[config.mk]
export PLATFORM = sky130hd
export DESIGN_NAME = frac_clk_div
export DESIGN_NICKNAME = d
export VERILOG_FILES = /design/src/rtl/fdiv_pkg.sv /design/src/rtl/fdiv_phase.sv /design/src/rtl/fdiv_regs.sv /design/src/rtl/fdiv_engine.sv /design/src/rtl/frac_clk_div.sv
export SDC_FILE = /design/constraint.sdc
export NUM_CORES = 1
export LEC_CHECK = 0
export BUFFER_PORTS_ARGS = -buffer_cell sky130_fd_sc_hd__buf_4
export CORE_ASPECT_RATIO = 0.5
export CORE_UTILIZATION = 30
export DETAILED_ROUTE_END_ITERATION = 16
export PLACE_DENSITY = 0.56
export REMOVE_ABC_BUFFERS = 1
export SLEW_MARGIN = 25
export SYNTH_ARGS = -nofsm -noshare
export SYNTH_HDL_FRONTEND = slang
export SYNTH_SLANG_ARGS = --single-unit
[constraint.sdc]
create_clock -name clk -period 7.6 [get_ports clk]
set_input_delay 0.38 -clock clk [delete_from_list [all_inputs] [get_ports clk]]
set_output_delay 0.38 -clock clk [all_outputs]
set_load 0.02 [all_outputs]
[src/rtl/fdiv_pkg.sv]
package fdiv_pkg;

  // Decoded target of a register access.
  typedef enum logic [1:0] {
    SEL_NONE = 2'd0,
    SEL_DIV  = 2'd1,
    SEL_TRIG = 2'd2
  } fdiv_sel_e;

  // The divisor field must lie inside one 32-bit word.
  function automatic bit field_fits(input int unsigned shift, input int unsigned width);
    return (shift + width) <= 32;
  endfunction

  // The trigger bit must lie inside one 32-bit word.
  function automatic bit bit_fits(input int unsigned pos);
    return pos < 32;
  endfunction

endpackage

[src/rtl/fdiv_phase.sv]
// Fractional phase step: adds the fractional part to the accumulator and
// reports a carry that lengthens the coming period by one input cycle.
module fdiv_phase #(
  parameter int unsigned FRAC_W = 2
) (
  input  logic [FRAC_W-1:0] acc_i,
  input  logic [FRAC_W-1:0] frac_i,
  input  logic              restart_i,
  output logic [FRAC_W-1:0] acc_o,
  output logic              carry_o
);

  logic [FRAC_W-1:0] base;
  logic [FRAC_W:0]   sum;

  always_comb begin
    base    = restart_i ? '0 : acc_i;
    sum     = {1'b0, base} + {1'b0, frac_i};
    acc_o   = sum[FRAC_W-1:0];
    carry_o = sum[FRAC_W];
  end

endmodule

[src/rtl/fdiv_regs.sv]
// Register file: staged divisor word, trigger/busy handshake, readback.
module fdiv_regs #(
  parameter int unsigned ADDR_W      = 2,
  parameter int unsigned SHIFT       = 4,
  parameter int unsigned FIELD_W     = 8,
  parameter int unsigned TRIG_BIT    = 0,
  parameter int unsigned DIV_ADDR    = 0,
  parameter int unsigned TRIG_ADDR   = 1,
  parameter int unsigned RESET_FIELD = 0
) (
  input  logic               clk_i,
  input  logic               rst_ni,
  input  logic               wr_en_i,
  input  logic [ADDR_W-1:0]  wr_addr_i,
  input  logic [31:0]        wr_data_i,
  input  logic [ADDR_W-1:0]  rd_addr_i,
  input  logic               commit_i,
  output logic [FIELD_W-1:0] staged_o,
  output logic               busy_o,
  output logic [31:0]        rd_data_o
);
  import fdiv_pkg::*;

  localparam logic [FIELD_W-1:0] RST_FIELD = FIELD_W'(RESET_FIELD);

  initial begin
    assert (field_fits(SHIFT, FIELD_W) && bit_fits(TRIG_BIT))
      else $error("fdiv_regs: field or trigger bit outside the 32-bit word");
  end

  function automatic fdiv_sel_e decode(input logic [ADDR_W-1:0] a);
    if (a == ADDR_W'(DIV_ADDR))  return SEL_DIV;
    if (a == ADDR_W'(TRIG_ADDR)) return SEL_TRIG;
    return SEL_NONE;
  endfunction

  fdiv_sel_e          wr_sel, rd_sel;
  logic               div_wr, trig_wr, trig_arm;
  logic [FIELD_W-1:0] staged_q;
  logic               busy_q;
  logic               unused_wdata;

  assign wr_sel       = decode(wr_addr_i);
  assign rd_sel       = decode(rd_addr_i);
  assign div_wr       = wr_en_i && (wr_sel == SEL_DIV);
  assign trig_wr      = wr_en_i && (wr_sel == SEL_TRIG);
  assign trig_arm     = trig_wr && wr_data_i[TRIG_BIT] && !busy_q;
  assign unused_wdata = ^wr_data_i;

  always_ff @(posedge clk_i) begin
    if (!rst_ni) begin
      staged_q <= RST_FIELD;
      busy_q   <= 1'b0;
    end else begin
      if (div_wr) staged_q <= wr_data_i[SHIFT +: FIELD_W];
      if (commit_i)      busy_q <= 1'b0;
      else if (trig_arm) busy_q <= 1'b1;
    end
  end

  always_comb begin
    rd_data_o = '0;
    case (rd_sel)
      SEL_DIV:  rd_data_o[SHIFT +: FIELD_W] = staged_q;
      SEL_TRIG: rd_data_o[TRIG_BIT]         = busy_q;
      default:  ;
    endcase
  end

  assign staged_o = staged_q;
  assign busy_o   = busy_q;

  // an accepted trigger is visible as busy on the next cycle.
  a_r5_trig_sets_busy: assert property (@(posedge clk_i) disable iff (!rst_ni)
    (trig_wr && wr_data_i[TRIG_BIT] && !busy_q) |=> busy_q);

  // busy only clears at a commit signalled by the divide engine.
  a_r6_busy_drop_at_commit: assert property (@(posedge clk_i) disable iff (!rst_ni)
    $fell(busy_q) |-> $past(commit_i));

  // a trigger-word write with the trigger bit low leaves the handshake idle.
  a_r8_zero_trig_ignored: assert property (@(posedge clk_i) disable iff (!rst_ni)
    (trig_wr && !wr_data_i[TRIG_BIT] && !busy_q) |=> !busy_q);

endmodule

[src/rtl/fdiv_engine.sv]
// Divide engine: period counter, active divisor and fractional phase.
module fdiv_engine #(
  parameter int unsigned FIELD_W     = 8,
  parameter int unsigned FRAC_W      = 2,
  parameter int unsigned RESET_FIELD = 0
) (
  input  logic               clk_i,
  input  logic               rst_ni,
  input  logic               gate_on_i,
  input  logic               busy_i,
  input  logic [FIELD_W-1:0] staged_i,
  output logic               pulse_o,
  output logic               commit_o
);

  localparam int unsigned INT_W = FIELD_W - FRAC_W;
  localparam int unsigned CNT_W = INT_W + 1;
  localparam logic [FIELD_W-1:0] RST_FIELD = FIELD_W'(RESET_FIELD);

  function automatic logic [INT_W-1:0] int_of(input logic [FIELD_W-1:0] f);
    return f[FIELD_W-1:FRAC_W];
  endfunction

  function automatic logic [FRAC_W-1:0] frac_of(input logic [FIELD_W-1:0] f);
    return f[FRAC_W-1:0];
  endfunction

  // Cycles remaining after the pulse: integer part plus a carry stretch.
  function automatic logic [CNT_W-1:0] count_for(input logic [FIELD_W-1:0] f,
                                                 input logic c);
    return {1'b0, int_of(f)} + CNT_W'(c);
  endfunction

  localparam logic [CNT_W-1:0]  RST_CNT = count_for(RST_FIELD, 1'b0);
  localparam logic [FRAC_W-1:0] RST_ACC = frac_of(RST_FIELD);

  logic [FIELD_W-1:0] active_q, next_field;
  logic [CNT_W-1:0]   cnt_q;
  logic [FRAC_W-1:0]  acc_q, acc_nxt;
  logic               carry;
  logic               period_end, commit;

  assign period_end = gate_on_i && (cnt_q == '0);
  assign commit     = period_end && busy_i;
  assign next_field = commit ? staged_i : active_q;

  fdiv_phase #(.FRAC_W(FRAC_W)) u_phase (
    .acc_i     (acc_q),
    .frac_i    (frac_of(next_field)),
    .restart_i (commit),
    .acc_o     (acc_nxt),
    .carry_o   (carry)
  );

  always_ff @(posedge clk_i) begin
    if (!rst_ni) begin
      active_q <= RST_FIELD;
      cnt_q    <= RST_CNT;
      acc_q    <= RST_ACC;
    end else if (period_end) begin
      active_q <= next_field;
      acc_q    <= acc_nxt;
      cnt_q    <= count_for(next_field, carry);
    end else if (gate_on_i) begin
      cnt_q    <= cnt_q - CNT_W'(1);
    end
  end

  assign pulse_o  = period_end;
  assign commit_o = commit;

  // Independent period measurement used by the assertions below.
  logic [CNT_W:0]   gap_q;
  logic [INT_W-1:0] len_int_q;
  logic [CNT_W:0]   len_now;

  assign len_now = gap_q + (CNT_W+1)'(1);

  always_ff @(posedge clk_i) begin
    if (!rst_ni) begin
      gap_q     <= '0;
      len_int_q <= int_of(RST_FIELD);
    end else if (period_end) begin
      gap_q     <= '0;
      len_int_q <= int_of(next_field);
    end else if (gate_on_i) begin
      gap_q     <= gap_q + (CNT_W+1)'(1);
    end
  end

  // each period is the integer part plus one, or plus two on a carry.
  a_r3_period_len: assert property (@(posedge clk_i) disable iff (!rst_ni)
    period_end |-> ((len_now == {2'b00, len_int_q} + (CNT_W+1)'(1)) ||
                    (len_now == {2'b00, len_int_q} + (CNT_W+1)'(2))));

  // the divisor in use changes only at a commit.
  a_r6_active_hold: assert property (@(posedge clk_i) disable iff (!rst_ni)
    !commit |=> $stable(active_q));

  // with the gate low, period progress and phase are frozen.
  a_r7_frozen_when_gated: assert property (@(posedge clk_i) disable iff (!rst_ni)
    !gate_on_i |=> ($stable(cnt_q) && $stable(acc_q)));

endmodule

[src/rtl/frac_clk_div.sv]
// Top: fractional clock divider with staged divisor and triggered commit.
module frac_clk_div #(
  parameter int unsigned ADDR_W      = 2,
  parameter int unsigned SHIFT       = 4,
  parameter int unsigned FIELD_W     = 8,
  parameter int unsigned FRAC_W      = 2,
  parameter int unsigned TRIG_BIT    = 0,
  parameter int unsigned DIV_ADDR    = 0,
  parameter int unsigned TRIG_ADDR   = 1,
  parameter int unsigned RESET_FIELD = 0
) (
  input  logic              clk,
  input  logic              rst_n,
  input  logic              gate_on,
  input  logic              wr_en,
  input  logic [ADDR_W-1:0] wr_addr,
  input  logic [31:0]       wr_data,
  input  logic [ADDR_W-1:0] rd_addr,
  output logic [31:0]       rd_data,
  output logic              div_en
);

  logic [FIELD_W-1:0] staged;
  logic               busy;
  logic               commit;

  fdiv_regs #(
    .ADDR_W      (ADDR_W),
    .SHIFT       (SHIFT),
    .FIELD_W     (FIELD_W),
    .TRIG_BIT    (TRIG_BIT),
    .DIV_ADDR    (DIV_ADDR),
    .TRIG_ADDR   (TRIG_ADDR),
    .RESET_FIELD (RESET_FIELD)
  ) u_regs (
    .clk_i     (clk),
    .rst_ni    (rst_n),
    .wr_en_i   (wr_en),
    .wr_addr_i (wr_addr),
    .wr_data_i (wr_data),
    .rd_addr_i (rd_addr),
    .commit_i  (commit),
    .staged_o  (staged),
    .busy_o    (busy),
    .rd_data_o (rd_data)
  );

  fdiv_engine #(
    .FIELD_W     (FIELD_W),
    .FRAC_W      (FRAC_W),
    .RESET_FIELD (RESET_FIELD)
  ) u_engine (
    .clk_i     (clk),
    .rst_ni    (rst_n),
    .gate_on_i (gate_on),
    .busy_i    (busy),
    .staged_i  (staged),
    .pulse_o   (div_en),
    .commit_o  (commit)
  );

endmodule

### Word-level counts from Yosys, hierarchy flattened

Cells that the tools add are included.

| storage, ports and cells | value |
|---|---|
| word-level logic and storage cells | 47 |
| register bits | 26 |
| output and inout port bits | 33 |

| cells by class | value |
|---|---|
| bitwise operators | 1 |
| mux-type cells | 20 |
| equality and inequality tests | 6 |
| add/subtract/negate cells | 3 |
| reduce and logical (&&, ||, !) cells | 12 |

Operators with widths:

| cell | count |
|---|---|
| $mux W2 | 9 |
| $mux W8 | 2 |
| $mux W7 | 2 |
| $eq A2 B1 Y1 const B | 4 |
| $add A6 B1 Y7 | 1 |
| $logic_not A7 Y1 | 1 |
| $mux W1 | 7 |
| $sub A7 B1 Y7 const B | 1 |
| $logic_and A1 B1 Y1 | 6 |
| $eq A2 B2 Y1 const B | 2 |
| $logic_not A2 Y1 | 2 |
| $add A2 B2 Y3 | 1 |
| $reduce_bool A2 Y1 | 1 |
| $reduce_or A2 Y1 | 1 |
| $logic_not A1 Y1 | 1 |
| $not A1 Y1 | 1 |

### Logic depth before layout (Yosys ltp)

| depth | value |
|---|---|
| depth in word-level cells | 9 |
| gate-level depth with buffers | 13 |
| gate-level depth less buffers | 13 |

### Modules after synthesis

Synthesis repeated with hierarchy kept, for this count alone.

| second synthesis, totals | value |
|---|---|
| cell total of the unflattened synthesis | 192 |
| area total of the unflattened synthesis | 1687.9 um^2 |

By module, submodules not included:

| module | area each (um^2) | seq. area each (um^2) | cells each | times used |
|---|---|---|---|---|
| fdiv_engine | 1022.2 | 340.3 | 112 | 1 |
| fdiv_regs | 620.6 | 180.2 | 76 | 1 |
| fdiv_phase | 45.0 | 0.0 | 4 | 1 |

### Worst setup path after synthesis

OpenSTA, ideal clock, no wires.

| timing | value |
|---|---|
| path kind | reg2reg |
| start | reg u_engine.cnt_q[0] |
| end | reg u_engine.cnt_q[2] |
| stages on the path, launching flop included | 13 |
| arrival time | 2.742 ns |
| setup slack | 4.743 ns |
| clock period less this slack | 2.857 ns |
| required time | 7.485 ns |
| setup time | 0.115 ns |
| cell sequence | dfxtp_1 -> inv_1 -> ha_1 -> nor3b_2 -> nand3_4 -> mux2_4 -> ha_1 -> fa_1 -> ha_1 -> ha_1 -> xor2_1 -> o21ai_0 -> o21a_1 |

| between the ends | value |
|---|---|
| cells in the longest elaborated chain, start to end | 7 |

RTL lines:

| what | RTL line | source |
|---|---|---|
| from (decl) | fdiv_engine.sv:38 | `logic [CNT_W-1:0] cnt_q;` |
| from (signal assigned) | fdiv_engine.sv:63 | `cnt_q <= count_for(next_field, carry);` |
| from (signal assigned) | fdiv_engine.sv:65 | `cnt_q <= cnt_q - CNT_W'(1);` |
| $logic_not A7 Y1 | fdiv_engine.sv:43 | `assign period_end = gate_on_i && (cnt_q == '0);` |
| $logic_and A1 B1 Y1 | fdiv_engine.sv:43 |  |
| $logic_and A1 B1 Y1 | fdiv_engine.sv:44 | `assign commit = period_end && busy_i;` |
| $mux W8 | fdiv_engine.sv:45 | `assign next_field = commit ? staged_i : active_q;` |
| net u_engine.next_field[0] | fdiv_engine.sv:37 | `logic [FIELD_W-1:0] active_q, next_field;` |
| $add A2 B2 Y3 | fdiv_phase.sv:18 | `sum = {1'b0, base} + {1'b0, frac_i};` |
| $add A6 B1 Y7 | fdiv_engine.sv:31 | `return {1'b0, int_of(f)} + CNT_W'(c);` |
| $mux W7 | fdiv_engine.sv:60 | `end else if (period_end) begin` |

The timed path passes the listed nets, and every way through them passes these cells. The select of a mux whose other input is x is not followed.
A chain may end at the register's enable or synchronous reset.

### Final worst setup path

| timing | value |
|---|---|
| start | reg u_engine.cnt_q[0] |
| end | reg u_engine.cnt_q[4] |

The elaborated chain is that of the path after synthesis.

==> metrics.txt <==
FMAX=just over 300 MHz; CP Class=flop to flop; drt pass-1 iters=4; max-slew violations=0; worst slew pin tran=598 ps; H-Tree Level Count=1; hpwl dp=2400 um; Hold Vio Cnt, Final=0; part of the cycle the worst path needs=43.3%; PostCTS Resize Cnt=0; drt total wl=3210 um; Max Cap Viol=0; # nets final=253; die width=106 um; final clock skew=5.97 ps; Max IR drop VDD=just under 0.00005 V; Via Count=1251; CTS buffer count=3; Total Power=between 0.3 and 0.4 mW; critical path endpoint category=flop; Syn Std Cell Area=1620 sq um; first-pass GRT wire length=5090 um; post-synthesis sequential area ratio=32.1%; vias in the first global route=1049; largest net degree at the start of global routing=20; asr flop ratio synth=0%; postcts setup bufs=0; CTS sink cnt=26; WP data arrival=3460 ps; GRT Util Overall=between 10% and 20%; Routed Antenna Nets=0; DIE HEIGHT=54.0 um; Netlist cell types=46; share of post-route cells with drive strength above 1=between 20% and 30%; Ys Warns=0; clock power share=approximately 29%; synthesized instance count=approximately 180; Int Power=0.217 mW; initial antenna violation count=0; number of synthesized flops with an enable pin=0; CTS tree=yes; switching share of power=30.5%; worst hold path class=primary input to flop; diode count=0; clk_lat worst skew=270 ps; Layout Area Growth over Synthesis=14.4%; routability cong.=0.766; net switching power=0.0954 mW; RSZ-0062 raised after global routing=false; grt ovf=0; Leakage=about 0.83 nW; min Tclk post-route=~3300 ps; outcome=finished clean; DR vias/cell=4.53; average wire per standard cell=roughly 12 um; drc violations=0; die area=about 5700 sq um; clk root buf=clkbuf_8; critical path required time=7770 ps; CP startpoint kind=flop; flops & latches, synth=26; top_reg_cell synth=dfxtp_1; top-area cell type share of the netlist area=32.1%; most common cell in the synthesized netlist=dfxtp_1; Initial Util=between 30% and 40%; CTS clk-pin slew, worst paths=90 ps; FP Rows=18; total I/O pin count=73; # hold bufs at CTS=0; Mean Syn Cell Area=8.96 sq um; number of buffers added on ports=26; Fin Setup TNS=0 ps; Core Region=5070 sq um; Seq pwr share=between 40% and 50%; Synth area leaders=dfxtp_1, buf_4, mux2i_1; pwr dens=168 nW/um^2; # setup viols final=0; Comb pwr share=21.5%; top post-synthesis cells by count=dfxtp_1, buf_4, nor2_1, mux2i_1; Max Buffers Root-to-Sink=2; post-synth top area cell=dfxtp_1; slew margin rel.=59.9%; utilization after layout=around 37%; worst-path fanout max=10; 1st-iter DRT viols=42
==> kinds of logic (layout without fill, tap and decap cells) <==
group                    count (synthesis)  in the layout  synth area share (%)
AO/OA/AOI/OAI                           24             24                  9.41
XOR/XNOR                                 5              5                  2.70
adder cells (fa/ha/maj)                  6              6                  5.09
buffers and inverters                   32             35                  13.0
flip-flops                              26             26                  32.1
multiplexers                            20             20                  13.6
other                                    1             23                 0.231
AND/OR/NAND/NOR                         67             67                  23.9
==> stage by stage <==
step | worst slack, ps | hold WS (ps) | instances | area [sq um]
final | 4310 | 339 | 276 | 1850
after global placement | 4410 | 439 | 272 | 1800
after global routing | 4170 | 337 | 276 | 1850
after CTS | 4350 | 334 | 276 | 1850
after detailed placement | 4390 | 448 | 272 | 1800
after floorplan | 4730 | 432 | 175 | 1510
==> layout make-up <==
type,instances,area (sq um)
fill,532,3210
timing repair buffer,27,203
tap,70,87.6
clock buffer,4,55.1
sequential,26,520
inverter,4,15.0
multi-input combinational,145,973
==> path summary, 6_finish.rpt <==
path	startpoint	end	slack, ps	cells after the start
setup / recovery	u_engine.cnt_q[0]	u_engine.cnt_q[4]	4310	13
hold / removal	wr_data[11]	u_regs.staged_o[7]	340	3
setup reg to reg	u_engine.cnt_q[0]	u_engine.cnt_q[4]	4310	13
hold reg to reg	u_engine.acc_q[1]	u_engine.acc_q[1]	460	2
==> power by group through the flow <==
stage | clock network [mW] | registers [mW] | logic, mW
2_1_floorplan | 0 | 0.156 | 0.0494
3_5_place_dp | 0 | 0.158 | 0.0671
3_3_place_gp | 0 | 0.158 | 0.0664
6_report | 0.0903 | 0.155 | 0.0672
4_1_cts | 0.0936 | 0.155 | 0.0677
5_1_grt | 0.101 | 0.156 | 0.0746
==> layout by cell type (no fill, tap or decap), types with 5 or more instances in the layout <==
cell and count:
buf_4 27, dfxtp_1 26, mux2i_1 16, nand2_1 11
nand3_1 6, and2_1 11, conb_1 23, ha_1 5
a21oi_1 9, nor2_1 19
==> critical path, stage by stage, from the launching register on <==
cell,delay [ps]
dfxtp_1,350
inv_1,100
ha_1,180
nor3b_2,340
nand3_4,230
mux2_4,380
ha_1,210
fa_1,360
ha_1,230
ha_1,260
nand3_1,120
xnor2_1,60
mux2i_1,250
a21oi_1,100
==> flip-flops by register name, summed over array words and instances (netlist names) <==
register           count
u_engine.active_q      8
u_engine.cnt_q         7
u_engine.acc_q         2
u_regs.staged_o        8
u_regs.busy_o          1
==> per-layer routing <==
metal	share of wire, %	vias up	track usage (%)
met4	1.0	0	2.78
met5	0	-	0
met2	41	38	18.3
li1	-	625	-
met3	4.8	4	3.39
met1	53	584	16.1
Note: power is estimated with default switching activity, not from simulation.
